### src/rtl/sdram_init_pkg.sv
package sdram_init_pkg;

  typedef enum logic [3:0] {
    ST_IDLE,
    ST_WAIT,
    ST_PRE,
    ST_TRP,
    ST_REF,
    ST_TRC,
    ST_LMR,
    ST_TMRD,
    ST_DONE
  } seq_state_t;

  // {cs_n, ras_n, cas_n, we_n}
  localparam logic [3:0] CMD_INHIBIT = 4'b1111;
  localparam logic [3:0] CMD_NOP     = 4'b0111;
  localparam logic [3:0] CMD_PRE     = 4'b0010;
  localparam logic [3:0] CMD_REF     = 4'b0001;
  localparam logic [3:0] CMD_LMR     = 4'b0000;

  function automatic int unsigned umax(int unsigned a, int unsigned b);
    return (a > b) ? a : b;
  endfunction

  function automatic int unsigned atleast(int unsigned v, int unsigned lo);
    return (v < lo) ? lo : v;
  endfunction

endpackage

### src/rtl/sdram_init_timer.sv
module sdram_init_timer #(
  parameter int unsigned CNT_W = 8
) (
  input  logic             clk,
  input  logic             rst_n,
  input  logic             load,
  input  logic [CNT_W-1:0] load_val,
  output logic             expired
);

  logic [CNT_W-1:0] cnt_q;

  always_ff @(posedge clk or negedge rst_n) begin
    if (!rst_n) begin
      cnt_q <= '0;
    end else if (load) begin
      cnt_q <= load_val;
    end else if (cnt_q != '0) begin
      cnt_q <= cnt_q - 1'b1;
    end
  end

  assign expired = (cnt_q == '0);

endmodule

### src/rtl/sdram_init_refcnt.sv
module sdram_init_refcnt #(
  parameter int unsigned TARGET = 2
) (
  input  logic clk,
  input  logic rst_n,
  input  logic clr,
  input  logic inc,
  output logic reached
);

  localparam int unsigned CW = $clog2(TARGET + 1);

  logic [CW-1:0] cnt_q;

  always_ff @(posedge clk or negedge rst_n) begin
    if (!rst_n) begin
      cnt_q <= '0;
    end else if (clr) begin
      cnt_q <= '0;
    end else if (inc) begin
      cnt_q <= cnt_q + 1'b1;
    end
  end

  assign reached = (cnt_q == CW'(TARGET));

endmodule

### src/rtl/sdram_init_cmdenc.sv
module sdram_init_cmdenc
  import sdram_init_pkg::*;
#(
  parameter int unsigned ROW_W  = 13,
  parameter int unsigned BA_W   = 2,
  parameter int unsigned AP_BIT = 10
) (
  input  seq_state_t       state,
  input  logic [ROW_W-1:0] mode_val,
  output logic             cs_n,
  output logic             ras_n,
  output logic             cas_n,
  output logic             we_n,
  output logic [BA_W-1:0]  ba,
  output logic [ROW_W-1:0] addr
);

  logic [3:0] cmd;

  always_comb begin
    cmd  = CMD_NOP;
    ba   = '0;
    addr = '0;
    unique case (state)
      ST_IDLE: cmd = CMD_INHIBIT;
      ST_PRE: begin
        cmd          = CMD_PRE;
        addr[AP_BIT] = 1'b1;
      end
      ST_REF: cmd = CMD_REF;
      ST_LMR: begin
        cmd  = CMD_LMR;
        addr = mode_val;
      end
      default: cmd = CMD_NOP;
    endcase
  end

  assign {cs_n, ras_n, cas_n, we_n} = cmd;

endmodule

### src/rtl/sdram_init_seq.sv
module sdram_init_seq
  import sdram_init_pkg::*;
#(
  parameter int unsigned WAIT_CYC = 16600,
  parameter int unsigned REF_CNT  = 2,
  parameter int unsigned GAP_RP   = 3,
  parameter int unsigned GAP_RC   = 10,
  parameter int unsigned GAP_MRD  = 2,
  parameter int unsigned ROW_W    = 13,
  parameter int unsigned BA_W     = 2,
  parameter int unsigned DQM_W    = 4,
  parameter int unsigned AP_BIT   = 10
) (
  input  logic             clk,
  input  logic             rst_n,
  input  logic             start,
  input  logic [ROW_W-1:0] mode_word,
  output logic             cs_n,
  output logic             ras_n,
  output logic             cas_n,
  output logic             we_n,
  output logic             cke,
  output logic [DQM_W-1:0] dqm,
  output logic [BA_W-1:0]  ba,
  output logic [ROW_W-1:0] addr,
  output logic             init_done
);

  localparam int unsigned WAIT_USE = atleast(WAIT_CYC, 1);
  localparam int unsigned REF_USE  = atleast(REF_CNT, 2);
  localparam int unsigned RP_USE   = atleast(GAP_RP, 1);
  localparam int unsigned RC_USE   = atleast(GAP_RC, 1);
  localparam int unsigned MRD_USE  = atleast(GAP_MRD, 1);
  localparam int unsigned TMR_MAX  = umax(WAIT_USE, umax(RP_USE, umax(RC_USE, MRD_USE)));
  localparam int unsigned TMR_W    = $clog2(TMR_MAX + 1);

  seq_state_t       state_q, state_d;
  logic             tmr_load;
  logic [TMR_W-1:0] tmr_val;
  logic             tmr_expired;
  logic             ref_clr, ref_inc, ref_reached;
  logic [ROW_W-1:0] mode_q;
  logic             accept;

  assign accept = (state_q == ST_IDLE) && start;

  always_comb begin
    state_d  = state_q;
    tmr_load = 1'b0;
    tmr_val  = '0;
    ref_clr  = 1'b0;
    ref_inc  = 1'b0;
    unique case (state_q)
      ST_IDLE: begin
        if (start) begin
          state_d  = ST_WAIT;
          tmr_load = 1'b1;
          tmr_val  = TMR_W'(WAIT_USE - 1);
          ref_clr  = 1'b1;
        end
      end
      ST_WAIT: if (tmr_expired) state_d = ST_PRE;
      ST_PRE: begin
        state_d  = ST_TRP;
        tmr_load = 1'b1;
        tmr_val  = TMR_W'(RP_USE - 1);
      end
      ST_TRP: if (tmr_expired) state_d = ST_REF;
      ST_REF: begin
        state_d  = ST_TRC;
        tmr_load = 1'b1;
        tmr_val  = TMR_W'(RC_USE - 1);
        ref_inc  = 1'b1;
      end
      ST_TRC: if (tmr_expired) state_d = ref_reached ? ST_LMR : ST_REF;
      ST_LMR: begin
        state_d  = ST_TMRD;
        tmr_load = 1'b1;
        tmr_val  = TMR_W'(MRD_USE - 1);
      end
      ST_TMRD: if (tmr_expired) state_d = ST_DONE;
      ST_DONE: state_d = ST_DONE;
      default: state_d = ST_IDLE;
    endcase
  end

  always_ff @(posedge clk or negedge rst_n) begin
    if (!rst_n) begin
      state_q <= ST_IDLE;
      mode_q  <= '0;
    end else begin
      state_q <= state_d;
      if (accept) mode_q <= mode_word;
    end
  end

  sdram_init_timer #(.CNT_W(TMR_W)) u_timer (
    .clk      (clk),
    .rst_n    (rst_n),
    .load     (tmr_load),
    .load_val (tmr_val),
    .expired  (tmr_expired)
  );

  sdram_init_refcnt #(.TARGET(REF_USE)) u_refcnt (
    .clk     (clk),
    .rst_n   (rst_n),
    .clr     (ref_clr),
    .inc     (ref_inc),
    .reached (ref_reached)
  );

  sdram_init_cmdenc #(.ROW_W(ROW_W), .BA_W(BA_W), .AP_BIT(AP_BIT)) u_enc (
    .state    (state_q),
    .mode_val (mode_q),
    .cs_n     (cs_n),
    .ras_n    (ras_n),
    .cas_n    (cas_n),
    .we_n     (we_n),
    .ba       (ba),
    .addr     (addr)
  );

  assign cke       = 1'b1;
  assign dqm       = '1;
  assign init_done = (state_q == ST_DONE);

endmodule

### config.mk
export PLATFORM = sky130hd
export DESIGN_NAME = sdram_init_seq
export DESIGN_NICKNAME = d
export VERILOG_FILES = /design/src/rtl/sdram_init_pkg.sv /design/src/rtl/sdram_init_timer.sv /design/src/rtl/sdram_init_refcnt.sv /design/src/rtl/sdram_init_cmdenc.sv /design/src/rtl/sdram_init_seq.sv
export SDC_FILE = /design/constraint.sdc
export NUM_CORES = 1
export LEC_CHECK = 0
export ABC_CLOCK_PERIOD_IN_PS = 1600
export BUFFER_PORTS_ARGS = -buffer_cell sky130_fd_sc_hd__buf_2
export CAP_MARGIN = 20
export CORE_ASPECT_RATIO = 1.75
export CORE_UTILIZATION = 49
export CTS_CLUSTER_SIZE = 28
export DETAILED_ROUTE_END_ITERATION = 8
export PLACE_DENSITY = 0.76
export SLEW_MARGIN = 20
export SYNTH_ARGS = -nofsm -noshare
export SYNTH_HDL_FRONTEND = slang
export SYNTH_SLANG_ARGS = --single-unit
### constraint.sdc
create_clock -name clk -period 1.6 [get_ports clk]
set_input_delay 0.24 -clock clk [delete_from_list [all_inputs] [get_ports clk]]
set_output_delay 0.24 -clock clk [all_outputs]
set_load 0.05 [all_outputs]
==> results.py <==
metrics = {
    "run_status": {
        "status": "finished with violations",
        "violations": "negative setup slack",
    },
    "synth": {
        "synthDistinctLibCells": 44,
        "yosys_warnings": 0,
        "synth_most_common_cell": "nand2_1",
        "synth_edf_count": 0,
        "syn_area_um2": 1890,
        "yosysTopAreaCell": "dfrtp_1",
        "synth_area_leaders": "dfrtp_1 45%, nand2_1 9.8%, and2_1 4.6%",
        "avgSynthCellArea_um2": 8.85,
        "ys_ff_latch": 34,
        "synthArstFlopShare_pct": 100,
        "ys.flop_type": "dfrtp_1",
        "synthCells": 213,
        "synth.top_cell.area_share_pct": 45.1,
        "synth_common_cells": "49 x nand2_1, 34 x dfrtp_1, 14 x and2_1, 12 x o21ai_0, 9 x a21oi_1",
        "seq_area_frac_synth_pct": 45.1,
    },
    "detailed_routing": {
        "drt_pass1_iterations": 4,
        "wire_per_inst_um": 21.9,
        "routed-via-count": 2099,
        "final_antenna_net_count": 0,
        "drt_iter0_markers": 102,
        "viasPerCell": 6.19,
        "wl_mm": 7.43,
        "drc": 0,
    },
    "power_and_ir_drop": {
        "p_switching_uw": 414,
        "p_seq_share_pct": 52.5,
        "clkPwrFrac_pct": 42.4,
        "share_comb_of_total_power_pct": 5.1,
        "p_leak_nw": 1.43,
        "powerDensity_nw_per_um2": 542,
        "intPower_mw": 1.22,
        "ir_drop_mv": 0.703,
        "p_sw_share_pct": 25.3,
        "report.power.total_mw": 1.64,
    },
    "grt": {
        "grt_pass1_vias": 1911,
        "grt_max_degree": 35,
        "grt_use_total_pct": 27.5,
        "grt_pass1_wl_mm": 8.51,
        "antenna_found_initial": 0,
        "globalRouteOverflowTotal": 0,
    },
    "sta": {
        "hold_ws_ns": 0.148,
        "fin_ws_ns": -0.197,
        "setup_viol": 46,
        "timing.final.crit_share_pct": 112,
        "fmax_mhz": 556,
        "drv_slew": 0,
        "clock_skew_ns": 0.00828,
        "hold_viol": 0,
        "rsz0062_at_grt": "yes",
        "period_needed_ns": 1.80,
    },
    "worst_setup_path": {
        "cp-start-kind": "flop",
        "reg2reg_slack_ns": -0.13,
        "regToRegStartpoint": "u_timer.cnt_q[3]",
        "endpoint_kind": "output pin",
        "critPathMaxFanout": 4,
        "reg2reg_depth": 4,
        "path_class": "reg -> out",
        "arrival_ns": 1.56,
        "cp.required_ns": 1.36,
        "timing.rr.end": "u_timer.cnt_q[0]",
    },
    "floorplanning": {
        "die_area_um2": 4110,
        "num_rows": 29,
        "core_um2": 3660,
        "io_pins": 41,
        "die_h_um": 84.1,
        "fp.dieW_um": 48.9,
        "initial_core_util_pct": 51.5,
    },
    "final_layout": {
        "antenna_cells": 0,
        "n_fill_cell": 180,
        "fin_area_um2": 3020,
        "area_growth_pct": 60.3,
        "multi_input_area_um2": 1240,
        "seqCellArea_um2": 855,
        "drive_gt1_share_pct": 54.9,
        "finalNetCount": 310,
    },
    "min_path": {
        "hold_start": "mode_word[4]",
        "min_path_cells": 3,
        "hold_class": "in -> reg",
        "min_to": "mode_q[4]",
    },
    "clocking": {
        "cts.htree.levels": 2,
        "clk_pin_slew_ns": 0.08,
        "clock_latency_ns": 0.30,
        "cts_inserted_buffers": 5,
        "clock_sinks": 34,
        "clk_path_buf_depth": 2,
        "cts_tree": "yes",
        "root_buffer": "clkbuf_8",
    },
    "placed_design": {
        "place_ws_ns": -0.0826,
        "io_buffers": 33,
        "dp_hpwl_mm": 3.29,
        "place_area_um2": 2370,
        "place.gp.congestion": 0.843,
    },
    "flow_run": {
        "maxCapViolCount": 0,
    },
}
area by class of cell:
type,count,area share (%)
inverters,4,0.497
clock buffers,7,2.86
clock inverters,1,0.166
flip-flops and latches,34,28.3
multi-input cells,164,40.9
repair buffers,83,25.4
well taps,46,1.90
power groups by stage:
stage | sequential, mW | combinational [mW] | clock, mW
final | 0.859 | 0.0842 | 0.694
after global placement | 0.876 | 0.0739 | 0
after CTS | 0.859 | 0.0761 | 0.671
after detailed placement | 0.876 | 0.0741 | 0
after global routing | 0.858 | 0.0897 | 0.719
after floorplan | 0.876 | 0.0500 | 0
worst max-delay path by stage:
| stage | to | from | slack (ns) |
|---|---|---|---|
| after floorplan | u_refcnt.cnt_q[0] | state_q[3] | -0.21 |
| after global placement | u_timer.cnt_q[6] | u_timer.cnt_q[1] | -0.05 |
| after detailed placement | u_timer.cnt_q[8] | u_timer.cnt_q[5] | -0.08 |
| after CTS | addr[10] | state_q[0] | -0.1 |
| after global routing | addr[10] | state_q[3] | -0.19 |
| final | addr[10] | state_q[3] | -0.20 |
cell families (layout without fill, tap and decap cells):
family | after synthesis | in the layout | share of synthesized area [%]
buffers and inverters | 22 | 95 | 6.57
other | 2 | 7 | 0.398
xor gates and xnor gates | 5 | 5 | 2.32
and+or+nand+nor | 114 | 116 | 32.5
DFF | 34 | 34 | 45.1
AOI/OAI and AO/OA | 31 | 31 | 10.0
adders and majority gates | 2 | 2 | 1.33
muxes | 3 | 3 | 1.73
per-stage QoR:
stage | cells | utilization (%) | TNS [ns]
floorplan | 218 | - | -4.94
global placement | 308 | 64.6 | -0.178
detailed placement | 308 | 64.6 | -0.576
CTS | 330 | 75.7 | -1.62
global route | 339 | 82.5 | -5.14
finish | 339 | 82.5 | -4.18
worst max-delay path, cell delays in order, from the launching register on:
cell and delay [ns]:
dfrtp_1 0.47, or3b_4 0.48, a21oi_4 0.13, buf_6 0.17
sequential cells by signal, summed over array words and instances (netlist names):
| signal | cells |
|---|---|
| state_q | 4 |
| u_timer.cnt_q | 15 |
| mode_q | 13 |
| u_refcnt.cnt_q | 2 |
cell usage in the layout, fill, tap and decap left out, types with 4 or more instances in the layout:
cell / synthesis / final
nand2_1: 49 / 30
nor3_1: 8 / 5
o21ai_0: 12 / 6
conb_1: 2 / 7
buf_8: 0 / 12
buf_2: 3 / 15
clkbuf_8: 0 / 6
buf_6: 1 / 11
nand2_4: 0 / 7
o21ai_1: 0 / 6
and2_4: 0 / 12
nor2_1: 6 / 4
buf_4: 8 / 41
a21oi_1: 9 / 5
nand2_2: 0 / 12
or3_1: 4 / 4
dfrtp_1: 34 / 31
per-layer routing:
metal  wire length [um]  GRT usage [%]  share of wire [%]
met4                517           15.5                7.0
met5                  0              0                  0
met3                444           4.19                6.0
met1               2530           28.0                 34
met2               3940           51.4                 53
timing repair:
action | CTS | global route
gates cloned | 1 | 4
hold buffers | 1 | 0
buffers inserted | 13 | 5
pin swaps | 14 | 20
gates resized for setup | 63 | 46
endpoints found under the hold margin | 34 | 0
setup endpoints to repair | 30 | 48
Note: power is estimated with default switching activity, not from simulation.
